File: config.mk
export PLATFORM = sky130hd
export DESIGN_NAME = irq_ack_seq
export DESIGN_NICKNAME = d
export VERILOG_FILES = /design/src/rtl/irq_ack_pkg.sv /design/src/rtl/irq_sync.sv /design/src/rtl/irq_prio.sv /design/src/rtl/ack_fsm.sv /design/src/rtl/irq_ack_seq.sv
export SDC_FILE = /design/constraint.sdc
export NUM_CORES = 1
export LEC_CHECK = 0
export BUFFER_PORTS_ARGS = -buffer_cell sky130_fd_sc_hd__buf_2
export CAP_MARGIN = 20
export CORE_MARGIN = 2
export CORE_UTILIZATION = 48
export CTS_CLUSTER_DIAMETER = 80
export DETAILED_ROUTE_END_ITERATION = 6
export GPL_ROUTABILITY_DRIVEN = 0
export GPL_TIMING_DRIVEN = 0
export PLACE_DENSITY = 0.86
export SLEW_MARGIN = 30
export SYNTH_ARGS = -nofsm -noshare
export SYNTH_HDL_FRONTEND = slang
export SYNTH_SLANG_ARGS = --single-unit
File: constraint.sdc
create_clock -name clk -period 5.95 [get_ports clk]
set_input_delay 1.785 -clock clk [delete_from_list [all_inputs] [get_ports clk]]
set_output_delay 1.785 -clock clk [all_outputs]
set_load 0.01 [all_outputs]
File: src/rtl/irq_ack_pkg.sv
package irq_ack_pkg;
  localparam int NLVL   = 7;
  localparam int LVL_W  = 3;
  localparam int ADDR_W = 32;
  localparam int DATA_W = 32;
  localparam int VEC_W  = 8;

  localparam logic [3:0] FC_CPU_SPACE = 4'b0111;
  localparam logic [1:0] SIZ_BYTE     = 2'b01;

  typedef enum logic [1:0] {ST_IDLE, ST_ADDR, ST_STRB, ST_REL} ack_st_t;

  // acknowledge address: all ones except the level on bits 3..1
  function automatic logic [ADDR_W-1:0] ack_addr(input logic [LVL_W-1:0] lvl);
    return {{(ADDR_W-4){1'b1}}, lvl, 1'b1};
  endfunction

  // byte lane chosen by the port width encoded on the acknowledge pair
  function automatic logic [VEC_W-1:0] pick_lane(input logic [1:0] dsk_n,
                                                 input logic [DATA_W-1:0] d);
    case (dsk_n)
      2'b01:   return d[31:24];
      2'b10:   return d[23:16];
      default: return d[7:0];
    endcase
  endfunction

  function automatic logic [VEC_W-1:0] auto_vec(input logic [LVL_W-1:0] lvl,
                                                input int base);
    return VEC_W'(base) + {{(VEC_W-LVL_W){1'b0}}, lvl};
  endfunction

  // highest set bit of a maskable request vector, as a level number (0 = none)
  function automatic logic [LVL_W-1:0] top_level(input logic [NLVL-2:0] act);
    logic [LVL_W-1:0] lv;
    lv = '0;
    for (int i = 0; i < NLVL-1; i++)
      if (act[i]) lv = LVL_W'(i + 1);
    return lv;
  endfunction
endpackage

File: src/rtl/irq_sync.sv
module irq_sync
  import irq_ack_pkg::*;
#(
  parameter int STAGES = 2
) (
  input  logic            clk,
  input  logic            rst_n,
  input  logic [NLVL-1:0] irq_n,
  output logic [NLVL-1:0] req_s
);
  logic [NLVL-1:0] chain [STAGES];

  generate
    for (genvar s = 0; s < STAGES; s++) begin : g_stage
      always_ff @(posedge clk or negedge rst_n) begin
        if (!rst_n)      chain[s] <= '0;
        else if (s == 0) chain[s] <= ~irq_n;
        else             chain[s] <= chain[(s == 0) ? 0 : s-1];
      end
    end
  endgenerate

  assign req_s = chain[STAGES-1];
endmodule

File: src/rtl/irq_prio.sv
module irq_prio
  import irq_ack_pkg::*;
(
  input  logic             clk,
  input  logic             rst_n,
  input  logic [NLVL-1:0]  req_s,
  input  logic [LVL_W-1:0] mask,
  input  logic             clr_nmi,
  output logic             pend,
  output logic [LVL_W-1:0] pend_lvl,
  output logic             nmi_edge
);
  logic             top_d;
  logic             nmi_pend;
  logic [LVL_W-1:0] mask_top;

  assign nmi_edge = req_s[NLVL-1] & ~top_d;
  assign mask_top = top_level(req_s[NLVL-2:0]);

  always_ff @(posedge clk or negedge rst_n) begin
    if (!rst_n) begin
      top_d    <= 1'b0;
      nmi_pend <= 1'b0;
    end else begin
      top_d    <= req_s[NLVL-1];
      nmi_pend <= nmi_edge | (nmi_pend & ~clr_nmi);
    end
  end

  always_comb begin
    if (nmi_pend) begin
      pend     = 1'b1;
      pend_lvl = LVL_W'(NLVL);
    end else begin
      pend     = (mask_top > mask);
      pend_lvl = mask_top;
    end
  end


  nmi_latch_chk: assert property (@(posedge clk) disable iff (!rst_n)
    nmi_edge |=> nmi_pend);

  above_mask_chk: assert property (@(posedge clk) disable iff (!rst_n)
    (pend && pend_lvl != LVL_W'(NLVL)) |-> (pend_lvl > mask));
endmodule

File: src/rtl/ack_fsm.sv
module ack_fsm
  import irq_ack_pkg::*;
#(
  parameter int AUTO_BASE = 24
) (
  input  logic              clk,
  input  logic              rst_n,
  input  logic              pend,
  input  logic [LVL_W-1:0]  pend_lvl,
  input  logic              insn_done,
  input  logic [DATA_W-1:0] data_in,
  input  logic [1:0]        dsack_n,
  input  logic              avec_n,
  output logic              clr_nmi,
  output logic [ADDR_W-1:0] addr,
  output logic [3:0]        fc,
  output logic [1:0]        siz,
  output logic              rw,
  output logic              as_n,
  output logic              ds_n,
  output logic [NLVL-1:0]   iack_n,
  output logic              vec_valid,
  output logic [VEC_W-1:0]  vec_num,
  output logic              vec_auto,
  output logic [LVL_W-1:0]  vec_lvl
);
  ack_st_t          st, st_nx;
  logic [LVL_W-1:0] lvl_q;
  logic             start, term, by_dsack, released, in_cycle, addr_phase;

  assign by_dsack   = (dsack_n != 2'b11);
  assign term       = by_dsack | ~avec_n;
  assign released   = (dsack_n == 2'b11) & avec_n;
  assign start      = (st == ST_IDLE) & pend & insn_done & released;
  assign clr_nmi    = start & (pend_lvl == LVL_W'(NLVL));
  assign in_cycle   = (st == ST_ADDR) | (st == ST_STRB);
  assign addr_phase = (st == ST_ADDR);

  always_comb begin
    st_nx = st;
    case (st)
      ST_IDLE: if (start) st_nx = ST_ADDR;
      ST_ADDR: st_nx = ST_STRB;
      ST_STRB: if (term) st_nx = ST_REL;
      ST_REL:  if (released) st_nx = ST_IDLE;
      default: st_nx = ST_IDLE;
    endcase
  end

  always_ff @(posedge clk or negedge rst_n) begin
    if (!rst_n) begin
      st        <= ST_IDLE;
      lvl_q     <= '0;
      vec_valid <= 1'b0;
      vec_num   <= '0;
      vec_auto  <= 1'b0;
      vec_lvl   <= '0;
    end else begin
      st        <= st_nx;
      vec_valid <= 1'b0;
      if (start) lvl_q <= pend_lvl;
      if (st == ST_STRB && term) begin
        vec_valid <= 1'b1;
        vec_lvl   <= lvl_q;
        vec_auto  <= ~by_dsack;
        vec_num   <= by_dsack ? pick_lane(dsack_n, data_in)
                              : auto_vec(lvl_q, AUTO_BASE);
      end
    end
  end

  always_comb begin
    addr   = in_cycle ? ack_addr(lvl_q) : '0;
    fc     = in_cycle ? FC_CPU_SPACE : 4'b0000;
    siz    = in_cycle ? SIZ_BYTE : 2'b00;
    rw     = 1'b1;
    as_n   = ~(st == ST_STRB);
    ds_n   = ~(st == ST_STRB);
    iack_n = '1;
    if (st == ST_STRB) iack_n[lvl_q - 1'b1] = 1'b0;
  end


  iack_onehot_chk: assert property (@(posedge clk) disable iff (!rst_n)
    $onehot0(~iack_n));

  iack_with_as_chk: assert property (@(posedge clk) disable iff (!rst_n)
    as_n |-> (&iack_n));

  fc_encode_chk: assert property (@(posedge clk) disable iff (!rst_n)
    !as_n |-> (fc == 4'b0111 && rw && siz == 2'b01));

  start_boundary_chk: assert property (@(posedge clk) disable iff (!rst_n)
    $rose(addr_phase) |-> $past(insn_done));

  vec_after_term_chk: assert property (@(posedge clk) disable iff (!rst_n)
    vec_valid |-> ($past(!ds_n) && $past(term)));

  strobe_release_chk: assert property (@(posedge clk) disable iff (!rst_n)
    (!as_n && term) |=> (as_n && ds_n));
endmodule

File: src/rtl/irq_ack_seq.sv
module irq_ack_seq
  import irq_ack_pkg::*;
#(
  parameter int SYNC_STAGES = 2,
  parameter int AUTO_BASE   = 24
) (
  input  logic        clk,
  input  logic        rst_n,
  input  logic [6:0]  irq_n,
  input  logic [2:0]  ipl_mask,
  input  logic        insn_done,
  input  logic [31:0] data_in,
  input  logic [1:0]  dsack_n,
  input  logic        avec_n,
  output logic [31:0] addr,
  output logic [3:0]  fc,
  output logic [1:0]  siz,
  output logic        rw,
  output logic        as_n,
  output logic        ds_n,
  output logic [6:0]  iack_n,
  output logic        vec_valid,
  output logic [7:0]  vec_num,
  output logic        vec_auto,
  output logic [2:0]  vec_lvl
);
  logic [NLVL-1:0]  req_s;
  logic             pend, clr_nmi, nmi_edge;
  logic [LVL_W-1:0] pend_lvl;

  irq_sync #(.STAGES(SYNC_STAGES)) u_sync (
    .clk(clk), .rst_n(rst_n), .irq_n(irq_n), .req_s(req_s));

  irq_prio u_prio (
    .clk(clk), .rst_n(rst_n), .req_s(req_s), .mask(ipl_mask),
    .clr_nmi(clr_nmi), .pend(pend), .pend_lvl(pend_lvl), .nmi_edge(nmi_edge));

  ack_fsm #(.AUTO_BASE(AUTO_BASE)) u_fsm (
    .clk(clk), .rst_n(rst_n), .pend(pend), .pend_lvl(pend_lvl),
    .insn_done(insn_done), .data_in(data_in), .dsack_n(dsack_n),
    .avec_n(avec_n), .clr_nmi(clr_nmi), .addr(addr), .fc(fc), .siz(siz),
    .rw(rw), .as_n(as_n), .ds_n(ds_n), .iack_n(iack_n),
    .vec_valid(vec_valid), .vec_num(vec_num), .vec_auto(vec_auto),
    .vec_lvl(vec_lvl));
endmodule

# Word-level counts from Yosys, hierarchy flattened

Cells that the tools add are included.

Add/subtract/negate cells: 2
$lt $le $gt $ge: 3
Equal/unequal tests: 11
Mux-type cells: 21
Bitwise gates (word level): 17
Reduce and logical (&&, ||, !) cells: 4

Operators with widths:

| operator                                                   | number |
|---|---|
| 2-to-1 mux 32 bit                                          | 1 |
| 2-to-1 mux 3 bit                                           | 7 |
| case mux 8 bit (2 select lines)                            | 1 |
| inverter 7 bit                                             | 2 |
| equality test 2 bit, second input constant                 | 4 |
| 2-to-1 mux 8 bit                                           | 1 |
| case mux 2 bit (4 select lines)                            | 1 |
| AND 1 bit                                                  | 7 |
| 2-to-1 mux 7 bit                                           | 1 |
| adder 5 x 3 -> 6 bit, first input constant                 | 1 |
| 2-to-1 mux 2 bit                                           | 3 |
| != test 2 x 1 -> 1 bit, second input constant              | 3 |
| 2-to-1 mux 1 bit                                           | 5 |
| inverter 1 bit                                             | 5 |
| equality test 2 x 1 -> 1 bit, second input constant        | 2 |
| less-than comparator 3 x 4 -> 1 bit, second input constant | 1 |
| demux 1 bit (select 3 bit)                                 | 1 |
| equality test 3 bit, second input constant                 | 1 |
| >= comparator 3 x 1 -> 1 bit, second input constant        | 1 |
| > comparator 3 bit                                         | 1 |
| bitwise OR 1 bit                                           | 3 |
| AND reduction 3 bit                                        | 1 |
| subtractor 3 x 1 -> 3 bit, second input constant           | 1 |
| logical AND 1 bit                                          | 2 |
| other kinds (2)                                            | 2 |

Register bits: 34
Input port bits: 48
Output and inout port bits: 61
Word-level logic and storage cells: 68

# Longest topological paths before layout

Depth after elaboration: 15
Depth in mapped cells: 9
Mapped depth without buffers: 9

# Hierarchy

A second synthesis with hierarchy kept.

Cells, all modules: 209
Area total of the unflattened synthesis: 2062.0 um^2

Modules (own cells, without submodules):

| module   | instances | cells each | area an instance (um^2) | seq. area each (um^2) |
|---|---|---|---|---|
| ack_fsm  | 1         | 153        | 1412.6                  | 450.4 |
| irq_sync | 1         | 28         | 429.2                   | 350.3 |
| irq_prio | 1         | 28         | 220.2                   | 50.0 |

# Worst setup path before layout

No wires, ideal clock.

Kind: register to output
From: reg u_fsm.st[0]
To: out iack_n[6]
Arrival time: 1507 ps
Required time: 4165 ps
Path slack: 2658 ps
Cell stages (with the launch flop): 5
Path buffers: 0
Cells stage by stage: dfrtp_1 -> inv_1 -> ha_1 -> inv_1 -> or4_1

Longest elaborated chain between the ends: 2

RTL lines:

| what                   | RTL line          | RTL |
|---|---|---|
| from (decl)            | ack_fsm.sv:27     | `ack_st_t st, st_nx;` |
| from (signal assigned) | ack_fsm.sv:59     | `st <= st_nx;` |
| equality test 2 bit    | ack_fsm.sv:80     | `if (st == ST_STRB) iack_n[lvl_q - 1'b1] = 1'b0;` |
| 2-to-1 mux 7 bit       | ack_fsm.sv:80     |  |
| to (decl)              | irq_ack_seq.sv:21 | `output logic [6:0] iack_n,` |

Every way passes these cells.

# Final worst setup path

Ends and elaborated chain as after synthesis.

==> metrics.md <==
| Metric | Value |
|---|---|
| Outcome | `finished, final reports clean` |
| DPL Wire Length | `3370 µm` |
| Max stage delay on crit path | `0.54 ns` |
| Pin count of the biggest net entering global routing | `38` |
| H-tree levels | `2` |
| Overflow after GRT | `0` |
| CP cell instances | `inv_1 -> ha_1 -> inv_1 -> or4_1 -> buf_2` |
| GRT Total Usage | `18.2%` |
| Synth Area in Simple Gates | `10.7%` |
| Post-synthesis adder-cell area fraction | `6.95%` |
| Final Max Tran Viols | `0` |
| Layout area overhead | `33.7%` |
| Die ar. | `0.00466 mm²` |
| Clock insertion delay at the later pin of the skew report | `0.29 ns` |
| Post-synthesis instance total | `205` |
| Hold Fails Final Rpt | `0` |
| Psw | `623 µW` |
| Via-to-Cell Ratio | `4.75` |
| Max Freq | `258 MHz` |
| Largest family of logic cells by synthesized area | `buffers and inverters` |
| Largest cells by area after synthesis | `dfrtp_1, buf_4, ha_1` |
| Placed insts | `353` |
| Share of the yosys chip area belonging to registers | `43.0%` |
| First-pass GRT wire length | `6250 µm` |
| TNS Setup | `0 ns` |
| Synth Area in XOR/XNOR | `0.442%` |
| Main synth FF type | `dfrtp_1` |
| Leak Pwr | `1.46 nW` |
| Worst endpoint data arrival time | `2.09 ns` |
| Post-layout nets | `369` |
| Clk sinks | `34` |
| Kind of critical path | `flop to output port` |
| Fraction of registers with async set/reset | `100%` |
| Routed len/inst | `12.1 µm` |
| Row count | `23` |
| Most used cell along the critical path | `inv_1` |
| Cell taking the most area after synthesis | `dfrtp_1` |
| Yosys warns | `0` |
| Dpl ws | `2.40 ns` |
| EDFF count, synth | `0` |
| Setup bufs post-CTS | `0` |
| Power share of the sequential group | `20.2%` |
| RSZ-0062 raised after global routing | `no` |
| Worst Setup End Kind | `output port` |
| Relative slew slack | `51.7%` |
| Drt first pass iters | `4` |
| Cts bufs inserted | `5` |
| CTS max path bufs | `2` |
| CP Data Required Time | `4.16 ns` |
| Fill cell count | `324` |
| Worst hold-check slack | `0.350 ns` |
| Starting density of the core | `49.9%` |
| Most frequent cell after synthesis | `buf_4` |
| Maximum capacitance violations | `0` |
| Finished Cell Area | `0.00265 mm²` |
| Internal Pwr Total | `1.02 mW` |
| CP max stage cell | `or4_1` |
| Antenna Nets Post-Route | `0` |
| Die width | `68.2 µm` |
| Setup Viol. Count Final | `0` |
| Via count | `1713` |
| Hold Path Class | `flop to flop` |
| Proportion of synthesized area in mux cells | `4.04%` |
| Worst slew pin tran | `0.725 ns` |
| DRC viols | `0` |
| Switching Fraction | `37.9%` |
| Tmin final | `3.87 ns` |
| Pwr/cell area | `620 mW/mm²` |
| Share of cells above drive strength 1 | `49.2%` |
| CP Buf/Inv Count | `3` |
| Antenna fix cells | `0` |
| Synth cell count leaders | `buf_4, dfrtp_1, inv_1` |
| Clock power frac | `12.9%` |
| Compound-Gate Fraction of Synth Area | `15.0%` |
| Ports | `109` |
| Count of cells resized by post-cts repair | `0` |
| Die height | `68.2 µm` |
| Synthesized area | `0.00198 mm²` |
| Root buffer cell | `clkbuf_8` |
| Post-Layout Cell Count | `361` |
| Top-area cell type share of the netlist area | `43.0%` |
| Hold buffer count at cts | `0` |
| I/O Buffers | `97` |
| Combinational Power Share | `66.9%` |
| CTS tree | `done` |
| Reg clk slew, reported paths | `0.07 ns` |
| Tcrit/Tclk final | `65.1%` |
| Vias in the first global route | `1457` |
| Cell family contributing the most delay on the critical path | `simple AND/OR/NAND/NOR gates` |
| Max IR drop VDD | `0.279 mV` |
| Worst-path maximum fanout | `7` |
| Flops & latches, synth | `34` |
| PnR worst setup slack | `2.08 ns` |
| Critical Path Source Type | `flop` |
| Syn Area/Cell | `9.66 µm²` |
| Dpl cell area | `0.00253 mm²` |
| Core area | `0.00397 mm²` |
| DRT iter0 DRCs | `73` |
| Fin Clk Skew | `0.00613 ns` |
| Cell variety after synth | `39` |
| Routed WL | `4360 µm` |
| Initial antenna violation count | `0` |
area by class of cell:
| type | instances | area (µm²) | area share (%) |
|---|---|---|---|
| flip-flops and latches | 34 | 851 | 32.1 |
| multi-input cells | 107 | 748 | 28.2 |
| repair buffers | 97 | 485 | 18.3 |
| plain buffers | 42 | 302 | 11.4 |
| inverters | 23 | 86.3 | 3.26 |
| clock buffers | 5 | 68.8 | 2.60 |
| well taps | 50 | 62.6 | 2.36 |
| clock inverters | 3 | 45.0 | 1.70 |
metal layers:
layer | wire (µm) | up-vias | global-route usage [%] | part of all wire, %
li1 | - | 861 | - | -
met1 | 1700 | 771 | 20.2 | 39
met2 | 2280 | 77 | 32.9 | 52
met3 | 366 | 4 | 5.76 | 8.4
met4 | 21 | 0 | 5.75 | 0.48
met5 | 0 | - | 0 | 0
state kept, by name, summed over array words and instances, names as in the netlist:
register and flops:
u_fsm.vec_num 8, u_sync.chain 7, u_sync.req_s 7, u_fsm.lvl_q 3
u_fsm.vec_lvl 3, u_fsm.st 2, u_fsm.vec_auto 1, u_fsm.vec_valid 1
u_prio.nmi_pend 1, u_prio.top_d 1
metrics by stage:
step	power [mW]	util, %
2_1_floorplan	1.08	-
3_3_place_gp	1.43	63.8
3_5_place_dp	1.45	63.8
4_1_cts	1.67	66.6
5_1_grt	1.78	66.7
6_report	1.64	66.7
cell usage in the layout (no fill, tap or decap), types with 2 or more instances in the layout:
cell and count:
nand3_1 3, mux2_2 2, inv_1 22, nor2_1 8, o21a_1 2, nand4_1 3
clkbuf_1 3, a21oi_1 6, clkbuf_8 5, buf_4 38, buf_2 98, ha_1 10
nand2_1 18, a22oi_1 6, and2_1 3, a22o_1 4, o31ai_1 2, nor2b_1 2
conb_1 3, dfrtp_1 34, a221oi_1 2, o211ai_1 2, mux2i_1 2, clkinvlp_4 2
nor3_1 4, o21ai_0 10
kinds of logic after synthesis:
| family | Yosys count |
|---|---|
| buffers and inverters | 65 |
| and+or+nand+nor | 45 |
| AOI/OAI and AO/OA | 41 |
| DFF | 34 |
| adders and majority gates | 11 |
| muxes | 6 |
| other | 2 |
| xor gates and xnor gates | 1 |
power by group through the flow:
stage,clock network [mW],registers (mW),logic (mW)
floorplan,0,0.350,0.731
global placement,0,0.332,1.09
detailed placement,0,0.335,1.12
CTS,0.216,0.331,1.12
global route,0.227,0.338,1.22
finish,0.212,0.332,1.10
final timing paths:
check                                                from                      endpoint  slack [ns]  cells past startpoint
worst max-delay path              u_fsm.st[0]$_DFFE_PN0P_                     iack_n[6]        2.08                      5
worst min-delay path            u_sync.chain[9]$_DFF_PN0_     u_sync.req_s[2]$_DFF_PN0_        0.35                      0
worst max register to register  u_sync.req_s[5]$_DFF_PN0_       u_fsm.st[1]$_DFFE_PN0P_        3.80                      6
worst min register to register  u_sync.chain[9]$_DFF_PN0_     u_sync.req_s[2]$_DFF_PN0_        0.35                      0
max in group asynchronous                           rst_n  u_fsm.vec_lvl[2]$_DFFE_PN0P_        3.94                      1
min in group asynchronous                           rst_n     u_prio.nmi_pend$_DFF_PN0_        1.55                      1
worst reg2reg max path: stages (launching register included):
cell and delay (ns):
dfrtp_1 0.40, or3_1 0.41, ha_1 0.32, nor3_1 0.22, a41oi_2 0.11, o2111ai_2 0.27, mux2_4 0.32
Power figures use the tool's default switching activity.
